--- config.mk ---
export PLATFORM = sky130hd
export DESIGN_NAME = mode_switch_ctrl
export DESIGN_NICKNAME = d
export VERILOG_FILES = /design/src/rtl/msw_pkg.sv /design/src/rtl/msw_entry_gate.sv /design/src/rtl/msw_ipc_judge.sv /design/src/rtl/msw_lane_ctrl.sv /design/src/rtl/mode_switch_ctrl.sv
export SDC_FILE = /design/constraint.sdc
export NUM_CORES = 1
export LEC_CHECK = 0
export BUFFER_PORTS_ARGS = -buffer_cell sky130_fd_sc_hd__buf_2
export CORE_ASPECT_RATIO = 1.4
export CORE_MARGIN = 4
export CORE_UTILIZATION = 41
export DETAILED_ROUTE_END_ITERATION = 10
export PLACE_DENSITY = 0.66
export SLEW_MARGIN = 20
export SYNTH_ARGS = -nofsm -noshare
export SYNTH_HDL_FRONTEND = slang
export SYNTH_SLANG_ARGS = --single-unit
--- constraint.sdc ---
create_clock -name clk_i -period 3.3 [get_ports clk_i]
set_input_delay 0.33 -clock clk_i [delete_from_list [all_inputs] [get_ports clk_i]]
set_output_delay 0.33 -clock clk_i [all_outputs]
set_load 0.02 [all_outputs]
--- src/rtl/msw_pkg.sv ---
package msw_pkg;
  typedef enum logic {MODE_OOO = 1'b0, MODE_STATIC = 1'b1} mode_e;
endpackage

--- src/rtl/msw_entry_gate.sv ---
module msw_entry_gate #(
  parameter int NUM_LANES  = 6,
  parameter int ROB_DEPTH  = 128,
  parameter int MIN_OPS    = 64,
  parameter int OPS_W      = 9,
  localparam int ROB_W     = $clog2(ROB_DEPTH + 1),
  localparam int WIDTH_W   = $clog2(NUM_LANES + 1)
) (
  input  logic               static_i,
  input  logic               slot_free_i,
  input  logic               valid_i,
  input  logic               present_i,
  input  logic               friendly_i,
  input  logic               trained_i,
  input  logic [OPS_W-1:0]   ops_i,
  input  logic [WIDTH_W-1:0] width_i,
  input  logic [ROB_W-1:0]   rob_occ_i,
  output logic               accept_o,
  output logic [WIDTH_W-1:0] width_o
);
  logic rob_ok, table_ok, size_ok;

  assign rob_ok   = ({1'b0, rob_occ_i} << 1) <= (ROB_W+1)'(ROB_DEPTH);
  assign table_ok = valid_i && present_i && (friendly_i || !trained_i);
  assign size_ok  = static_i ? slot_free_i : (ops_i >= OPS_W'(MIN_OPS));
  assign accept_o = table_ok && rob_ok && size_ok;

  always_comb begin
    if (width_i == '0)                          width_o = WIDTH_W'(1);
    else if (width_i > WIDTH_W'(NUM_LANES))     width_o = WIDTH_W'(NUM_LANES);
    else                                        width_o = width_i;
  end
endmodule

--- src/rtl/msw_ipc_judge.sv ---
module msw_ipc_judge #(
  parameter int IPC_W = 8
) (
  input  logic [IPC_W-1:0] ooo_ipc_i,
  input  logic [IPC_W-1:0] static_ipc_i,
  output logic             ok_o
);
  localparam int PROD_W = IPC_W + 4;
  logic [PROD_W-1:0] s_scaled, o_scaled;

  // static IPC within 10% of out-of-order IPC
  assign s_scaled = PROD_W'(static_ipc_i) * PROD_W'(10);
  assign o_scaled = PROD_W'(ooo_ipc_i) * PROD_W'(9);
  assign ok_o     = s_scaled >= o_scaled;
endmodule

--- src/rtl/msw_lane_ctrl.sv ---
module msw_lane_ctrl #(
  parameter int NUM_LANES = 6,
  parameter int OOO_LANES = 4,
  localparam int WIDTH_W  = $clog2(NUM_LANES + 1)
) (
  input  logic                 clk_i,
  input  logic                 rst_ni,
  input  logic [WIDTH_W-1:0]   lane_nxt_i,
  output logic [WIDTH_W-1:0]   lane_cnt_o,
  output logic [NUM_LANES-1:0] lane_en_o
);
  always_ff @(posedge clk_i or negedge rst_ni) begin
    if (!rst_ni) lane_cnt_o <= WIDTH_W'(OOO_LANES);
    else         lane_cnt_o <= lane_nxt_i;
  end

  for (genvar i = 0; i < NUM_LANES; i++) begin : g_lane
    assign lane_en_o[i] = lane_cnt_o > WIDTH_W'(i);
  end
endmodule

--- src/rtl/mode_switch_ctrl.sv ---
module mode_switch_ctrl #(
  parameter int NUM_LANES = 6,
  parameter int OOO_LANES = 4,
  parameter int ROB_DEPTH = 128,
  parameter int MIN_OPS   = 64,
  parameter int OPS_W     = 9,
  parameter int IPC_W     = 8,
  parameter int ID_W      = 4,
  localparam int ROB_W    = $clog2(ROB_DEPTH + 1),
  localparam int WIDTH_W  = $clog2(NUM_LANES + 1)
) (
  input  logic                 clk_i,
  input  logic                 rst_ni,
  input  logic                 lookup_valid_i,
  input  logic                 lookup_present_i,
  input  logic                 lookup_friendly_i,
  input  logic                 lookup_trained_i,
  input  logic [ID_W-1:0]      lookup_id_i,
  input  logic [OPS_W-1:0]     lookup_ops_i,
  input  logic [WIDTH_W-1:0]   lookup_width_i,
  input  logic [ROB_W-1:0]     rob_occ_i,
  input  logic                 frame_done_i,
  input  logic [IPC_W-1:0]     ooo_ipc_i,
  input  logic [IPC_W-1:0]     static_ipc_i,
  input  logic                 ctrl_mismatch_i,
  input  logic                 mem_conflict_i,
  input  logic                 exception_i,
  output logic                 static_mode_o,
  output logic [NUM_LANES-1:0] lane_en_o,
  output logic                 demote_o,
  output logic                 promote_o,
  output logic [ID_W-1:0]      evt_id_o,
  output logic                 restart_o
);
  import msw_pkg::*;

  mode_e              mode_q, mode_d;
  logic [ID_W-1:0]    cur_q, cur_d, nid_q, nid_d, evt_d;
  logic [WIDTH_W-1:0] nw_q, nw_d, lane_cnt, lane_d, acc_w;
  logic               nv_q, nv_d, dem_d, pro_d, rs_d;
  logic               in_static, rb_any, rb, done, accept, ipc_ok;

  assign in_static = (mode_q == MODE_STATIC);
  assign rb_any    = ctrl_mismatch_i || mem_conflict_i || exception_i;
  assign rb        = in_static && rb_any;
  assign done      = in_static && frame_done_i && !rb_any;

  msw_entry_gate #(
    .NUM_LANES(NUM_LANES), .ROB_DEPTH(ROB_DEPTH), .MIN_OPS(MIN_OPS), .OPS_W(OPS_W)
  ) u_gate (
    .static_i   (in_static),
    .slot_free_i(!nv_q || frame_done_i),
    .valid_i    (lookup_valid_i),
    .present_i  (lookup_present_i),
    .friendly_i (lookup_friendly_i),
    .trained_i  (lookup_trained_i),
    .ops_i      (lookup_ops_i),
    .width_i    (lookup_width_i),
    .rob_occ_i  (rob_occ_i),
    .accept_o   (accept),
    .width_o    (acc_w)
  );

  msw_ipc_judge #(.IPC_W(IPC_W)) u_judge (
    .ooo_ipc_i   (ooo_ipc_i),
    .static_ipc_i(static_ipc_i),
    .ok_o        (ipc_ok)
  );

  msw_lane_ctrl #(.NUM_LANES(NUM_LANES), .OOO_LANES(OOO_LANES)) u_lane (
    .clk_i     (clk_i),
    .rst_ni    (rst_ni),
    .lane_nxt_i(lane_d),
    .lane_cnt_o(lane_cnt),
    .lane_en_o (lane_en_o)
  );

  always_comb begin
    mode_d = mode_q;
    cur_d  = cur_q;
    nv_d   = nv_q;
    nid_d  = nid_q;
    nw_d   = nw_q;
    lane_d = lane_cnt;
    evt_d  = evt_id_o;
    dem_d  = 1'b0;
    pro_d  = 1'b0;
    rs_d   = 1'b0;
    if (rb) begin
      mode_d = MODE_OOO;
      nv_d   = 1'b0;
      lane_d = WIDTH_W'(OOO_LANES);
      dem_d  = 1'b1;
      evt_d  = cur_q;
      rs_d   = 1'b1;
    end else if (!in_static) begin
      if (accept) begin
        mode_d = MODE_STATIC;
        cur_d  = lookup_id_i;
        lane_d = acc_w;
      end
    end else if (done) begin
      evt_d = cur_q;
      pro_d = ipc_ok;
      dem_d = !ipc_ok;
      if (nv_q) begin
        // queued frame takes over; narrowing allowed now
        cur_d  = nid_q;
        lane_d = nw_q;
        nv_d   = 1'b0;
        if (accept) begin
          nv_d  = 1'b1;
          nid_d = lookup_id_i;
          nw_d  = acc_w;
          if (acc_w > nw_q) lane_d = acc_w;
        end
      end else if (accept) begin
        cur_d  = lookup_id_i;
        lane_d = acc_w;
      end else begin
        mode_d = MODE_OOO;
        lane_d = WIDTH_W'(OOO_LANES);
      end
    end else if (accept) begin
      nv_d  = 1'b1;
      nid_d = lookup_id_i;
      nw_d  = acc_w;
      if (acc_w > lane_cnt) lane_d = acc_w;
    end
  end

  always_ff @(posedge clk_i or negedge rst_ni) begin
    if (!rst_ni) begin
      mode_q    <= MODE_OOO;
      cur_q     <= '0;
      nv_q      <= 1'b0;
      nid_q     <= '0;
      nw_q      <= '0;
      evt_id_o  <= '0;
      demote_o  <= 1'b0;
      promote_o <= 1'b0;
      restart_o <= 1'b0;
    end else begin
      mode_q    <= mode_d;
      cur_q     <= cur_d;
      nv_q      <= nv_d;
      nid_q     <= nid_d;
      nw_q      <= nw_d;
      evt_id_o  <= evt_d;
      demote_o  <= dem_d;
      promote_o <= pro_d;
      restart_o <= rs_d;
    end
  end

  assign static_mode_o = in_static;
endmodule

* After elaboration in Yosys (flattened, before gate mapping) *
Cells that the tools add are included.

cells by class
  $add $sub $neg = 0
  multipliers = 2
  div/mod/pow operators = 0
  $lt $le $gt $ge = 12
  equality and inequality tests = 3
  shift operators = 0
  muxes and demuxes = 43
  bitwise gates (word level) = 1
  reduce and logical (&&, ||, !) cells = 25

operator list
  operator                                                                          count
  3-bit two-way mux                                                                 15
  4-bit two-way mux                                                                 10
  1-bit two-way mux                                                                 18
  12-bit >= comparator                                                              1
  8-bit by 4-bit multiplier with 12-bit output, second input constant               1
  8-bit by 3-bit multiplier with 11-bit output, second input constant               1
  9-bit by 7-bit >= comparator with 1-bit output, second input constant             1
  3-bit greater-than comparator, second input constant                              3
  9-bit by 8-bit less-or-equal comparator with 1-bit output, second input constant  1
  1-bit logical AND                                                                 7
  3-bit by 1-bit greater-than comparator with 1-bit output, second input constant   2
  3-bit by 2-bit greater-than comparator with 1-bit output, second input constant   2
  3-bit greater-than comparator                                                     2
  2-bit AND reduction                                                               3
  3-bit AND reduction                                                               2
  3-bit nonzero test                                                                2
  1-bit logical NOT                                                                 4
  1-bit logical OR                                                                  4
  4-bit by 1-bit != test with 1-bit output, second input constant                   1
  2-bit nonzero test                                                                2
  3-bit logical NOT                                                                 1
  2-bit by 1-bit != test with 1-bit output, second input constant                   1
  2-bit != test, second input constant                                              1
  1-bit inverter                                                                    1

word-level totals
  bits in registers = 23
  latch bits = 0
  RAM bits = 0
  ROM bits = 0
  word-level logic and storage cells = 96
  memories = 0

* Logic depth before layout (Yosys ltp) *
  depth in word-level cells = 10
  depth in mapped cells = 14
  gate-level depth less buffers = 14

* Cells and area by module *
A second synthesis with hierarchy kept.

second synthesis, totals
  cells, all modules = 244
  area total of the unflattened synthesis = 2269.7 um^2

modules (own cells, without submodules)
  module            instances  cells each  area an instance (um^2)  sequential area each (um^2)
  mode_switch_ctrl  1          119         1202.4                   500.5
  msw_ipc_judge     1          102         869.6                    0.0
  msw_lane_ctrl     1          9           116.4                    76.3
  msw_entry_gate    1          14          81.3                     0.0

* Least setup slack after synthesis *
Ideal clock, no wire load.

  kind = input to register
  start = in ooo_ipc_i[1]
  end = reg demote_o
  data arrival time = 2.657 ns
  data required time = 3.180 ns
  setup slack = 0.523 ns
  cell stages on the path = 13
  buffers on the path = 0
  cell sequence = ha_1 -> ha_1 -> fa_1 -> a21o_1 -> a21oi_1 -> nor2b_1 -> o21ai_0 -> xor2_1 -> ha_1 -> nand4_1 -> a21oi_1 -> o41ai_1 -> a41o_1

on the way
  cells in the longest elaborated chain, start to end = 6

RTL lines
  item                                          RTL line                 source
  from (decl)                                   mode_switch_ctrl.sv:23   input logic [IPC_W-1:0] ooo_ipc_i,
  8-bit by 4-bit multiplier with 12-bit output  msw_ipc_judge.sv:13      assign o_scaled = PROD_W'(ooo_ipc_i) * PROD_W'(9);
  12-bit >= comparator                          msw_ipc_judge.sv:14      assign ok_o = s_scaled >= o_scaled;
  1-bit logical NOT                             mode_switch_ctrl.sv:105  dem_d = !ipc_ok;
  1-bit two-way mux                             mode_switch_ctrl.sv:102  end else if (done) begin
  1-bit two-way mux                             mode_switch_ctrl.sv:96   end else if (!in_static) begin
  1-bit two-way mux                             mode_switch_ctrl.sv:89   if (rb) begin
  via dem_d                                     mode_switch_ctrl.sv:40   logic nv_q, nv_d, dem_d, pro_d, rs_d;
  to (signal assigned)                          mode_switch_ctrl.sv:150  demote_o <= dem_d;
  to (decl)                                     mode_switch_ctrl.sv:30   output logic demote_o,

The timed path passes the listed nets, and every way through them passes these cells.
A chain may end at the register's enable or synchronous reset.

* Final worst setup path *
  start = in static_ipc_i[3]
  end = reg demote_o

on the way
  cells in the longest elaborated chain, start to end = 6

RTL lines
  item                                          RTL line                 source
  from (decl)                                   mode_switch_ctrl.sv:24   input logic [IPC_W-1:0] static_ipc_i,
  8-bit by 3-bit multiplier with 11-bit output  msw_ipc_judge.sv:12      assign s_scaled = PROD_W'(static_ipc_i) * PROD_W'(10);
  12-bit >= comparator                          msw_ipc_judge.sv:14
  1-bit logical NOT                             mode_switch_ctrl.sv:105
  1-bit two-way mux                             mode_switch_ctrl.sv:102
  1-bit two-way mux                             mode_switch_ctrl.sv:96
  1-bit two-way mux                             mode_switch_ctrl.sv:89
  via dem_d                                     mode_switch_ctrl.sv:40

The timed path passes the listed nets, and every way through them passes these cells.

==> flow_summary.toml <==
[worst_setup_path]
cp_data_arrival_time_ns = 3.01
rr_worst_depth = 6
end_kind = "flop"
r2r-start = "u_lane.lane_cnt_o[2]"
regToRegSetupSlack_ns = 0.92
critPathMaxFanout = 3
worst_ep_required_time_ns = 3.46
cp-start-kind = "input port"
crit_type = "in2reg"
r2r-end = "u_lane.lane_cnt_o[1]"

[power]
ir_drop_mv = 0.408
power_density_nw_per_um2 = 439
p_leak_nw = 1.31

[logic_synthesis]
syn_area_um2 = 2100
netlist.area_leader.share = 0.262
yosys_warnings = 0
async_flop_share = 1.00
synth-edff-count = 0
synth.area.top_cells = "dfrtp_1 (26%), ha_1 (23%), mux2_2 (4.8%), inv_1 (3.9%), a21oi_1 (3.8%)"
avgSynthCellArea_um2 = 9.54
synth-seq-cells = 23
synth_ff_type = "dfrtp_1"
synth_seq_area_share = 0.275
netlist_instances = 220
synth_common_cells = "ha_1 (39), dfrtp_1 (22), inv_1 (22)"
synth.distinct_cells = 50
yosysMostFrequentCell = "ha_1"
yosys.area.top_type = "dfrtp_1"
synth_nets = 311

[worst_hold_path]
worstHoldPathType = "in2async"

[sta]
min_period_ns = 2.85
skew_ns = 0.00433
tns_ns = 0
finalCritPeriodShare = 0.863
layout_setup_ws_ns = 0.452
setup_viol = 0
relSlewSlack = 0.550
slew_violations = 0
max_freq_mhz = 351
final_hold_viol_count = 0
rsz0062_at_grt = "no"
tightest_slew_ns = 0.670

[die]
rows = 30
core_um2 = 4920
initial_core_util = 0.427
die_x_um = 68.5
fp.dieArea_um2 = 6350
boundaryPins = 64
dieHeight_um = 92.7

[clock_tree]
cts_tree = "done"
clock_latency_ns = 0.27
path_clk_slew_ns = 0.09
cts_resized = 0
cts_setup_buffers = 0
cts_buffers = 3
htreeDepth = 1
root_buffer = "clkbuf_8"
clock-sinks = 23
clk_path_buf_depth = 2
holdBufCountCts = 0

[place]
post-place-ws_ns = 0.156
hpwl_um = 3710
finalWeightedCongestion = 0.807
place.port_buffers = 57

[routing]
first_pass_iters = 4
drc = 0
wl_per_cell_um = 12.8
drt-total-wl_um = 4340
vias_per_cell = 5.30
vias = 1790
ant_nets = 0
drtIter0Drc = 38

[global_route]
antenna_found_initial = 0
grt_max_degree = 24
first_global_vias = 1826
gr-total-overflow = 0
grt_pass1_wl_um = 7570
track_usage = 0.149

[layout]
final_layout_size_suffix_gt1_frac = 0.270
layout.nets = 366
n_fill_cell = 478
num_antenna_cells = 0
area_delta_synth_final_pct = 18.0

[outcome]
outcome = "finished clean"

[flow_run]
maxCapViolations = 0
==> flip-flops by register name, indices dropped and copies added (netlist names) <==
name	flops
cur_q	4
demote_o	1
evt_id_o	4
nid_q	4
nv_q	1
nw_q	3
promote_o	1
restart_o	1
static_mode_o	1
u_lane.lane_cnt_o	3
==> metrics by stage <==
step | hold slack [ns] | power (mW) | utilization | std cells | instance area [um^2]
2_1_floorplan | 0.0344 | 0.762 | - | 220 | 2100
3_3_place_gp | 0.334 | 0.908 | 0.494 | 334 | 2430
3_5_place_dp | 0.332 | 0.921 | 0.494 | 334 | 2430
4_1_cts | 0.0425 | 1.10 | 0.504 | 338 | 2480
5_1_grt | 0.0638 | 1.18 | 0.504 | 338 | 2480
6_report | 0.0253 | 1.09 | 0.504 | 338 | 2480
==> where the power goes <==
group / internal (mW) / switching (mW)
Clock: 0.0844 / 0.0972
Combinational: 0.225 / 0.283
Sequential: 0.352 / 0.0477
Total: 0.661 / 0.428
==> placed cells by master, fill, tap and decap left out, types with 2 or more instances in the layout <==
cell       instances
nor4_1             2
a21boi_0           2
buf_2             57
and2_1             2
dfrtp_1           22
nor3_1             2
o21ai_0            5
nand3b_1           2
fa_1               2
nor2b_1            6
a31oi_1            2
mux2_2             9
ha_1              39
a21o_1             5
a2bb2oi_1          3
inv_1             22
nand4_1            3
clkbuf_8           3
nand3_1            5
nand2_1           14
or4_1              2
a221o_1            2
o41ai_1            2
o211ai_1           2
o22ai_1            4
a21oi_1           16
xor2_1             3
a211oi_1           2
mux2i_1            2
xnor2_1            5
nor2_1             8
==> metal layers <==
metal | part of all wire | vias to the layer above | track usage | routed length (um)
met2 | 0.49 | 48 | 0.254 | 2120
met5 | 0 | - | 0 | 0
li1 | - | 919 | - | -
met3 | 0.053 | 8 | 0.0231 | 230
met1 | 0.44 | 815 | 0.191 | 1920
met4 | 0.016 | 0 | 0.0381 | 68
==> layout make-up <==
cell class | instances | area (um^2) | share of cell area
well taps | 64 | 80.1 | 0.0323
flip-flops and latches | 23 | 577 | 0.233
multi-input cells | 168 | 1410 | 0.568
clock buffers | 3 | 41.3 | 0.0167
clock inverters | 1 | 5.00 | 0.00202
repair buffers | 57 | 285 | 0.115
inverters | 22 | 82.6 | 0.0333
==> logic make-up (layout without fill, tap and decap cells) <==
kind of cell	count (synthesis)	count (layout)	synth area share
compound gates	57	57	0.192
simple gates	50	50	0.131
fa+ha+maj	42	42	0.256
buf+inv	29	83	0.0554
flops	23	23	0.275
mux	11	11	0.0578
xor+xnor	8	8	0.0334
==> worst max-delay path by stage <==
stage                          from       end  slack (ns)  cells past startpoint
floorplan              ooo_ipc_i[1]  demote_o        0.52                     13
global placement    static_ipc_i[3]  demote_o        0.22                     15
detailed placement  static_ipc_i[3]  demote_o        0.16                     15
CTS                 static_ipc_i[3]  demote_o        0.43                     15
global route           ooo_ipc_i[1]  demote_o        0.27                     14
finish              static_ipc_i[3]  demote_o        0.45                     15
==> critical path: stages <==
cell and delay, ns:
buf_2 0.11, ha_1 0.27, ha_1 0.16, inv_1 0.05, fa_1 0.39, nor2b_1 0.11, o21ai_0 0.11, a21boi_0 0.30
or4_1 0.17, nand3_1 0.09, ha_1 0.32, nand4_1 0.09, a21oi_1 0.13, o41ai_1 0.13, a41o_1 0.25
Note: power is estimated with default switching activity, not from simulation.
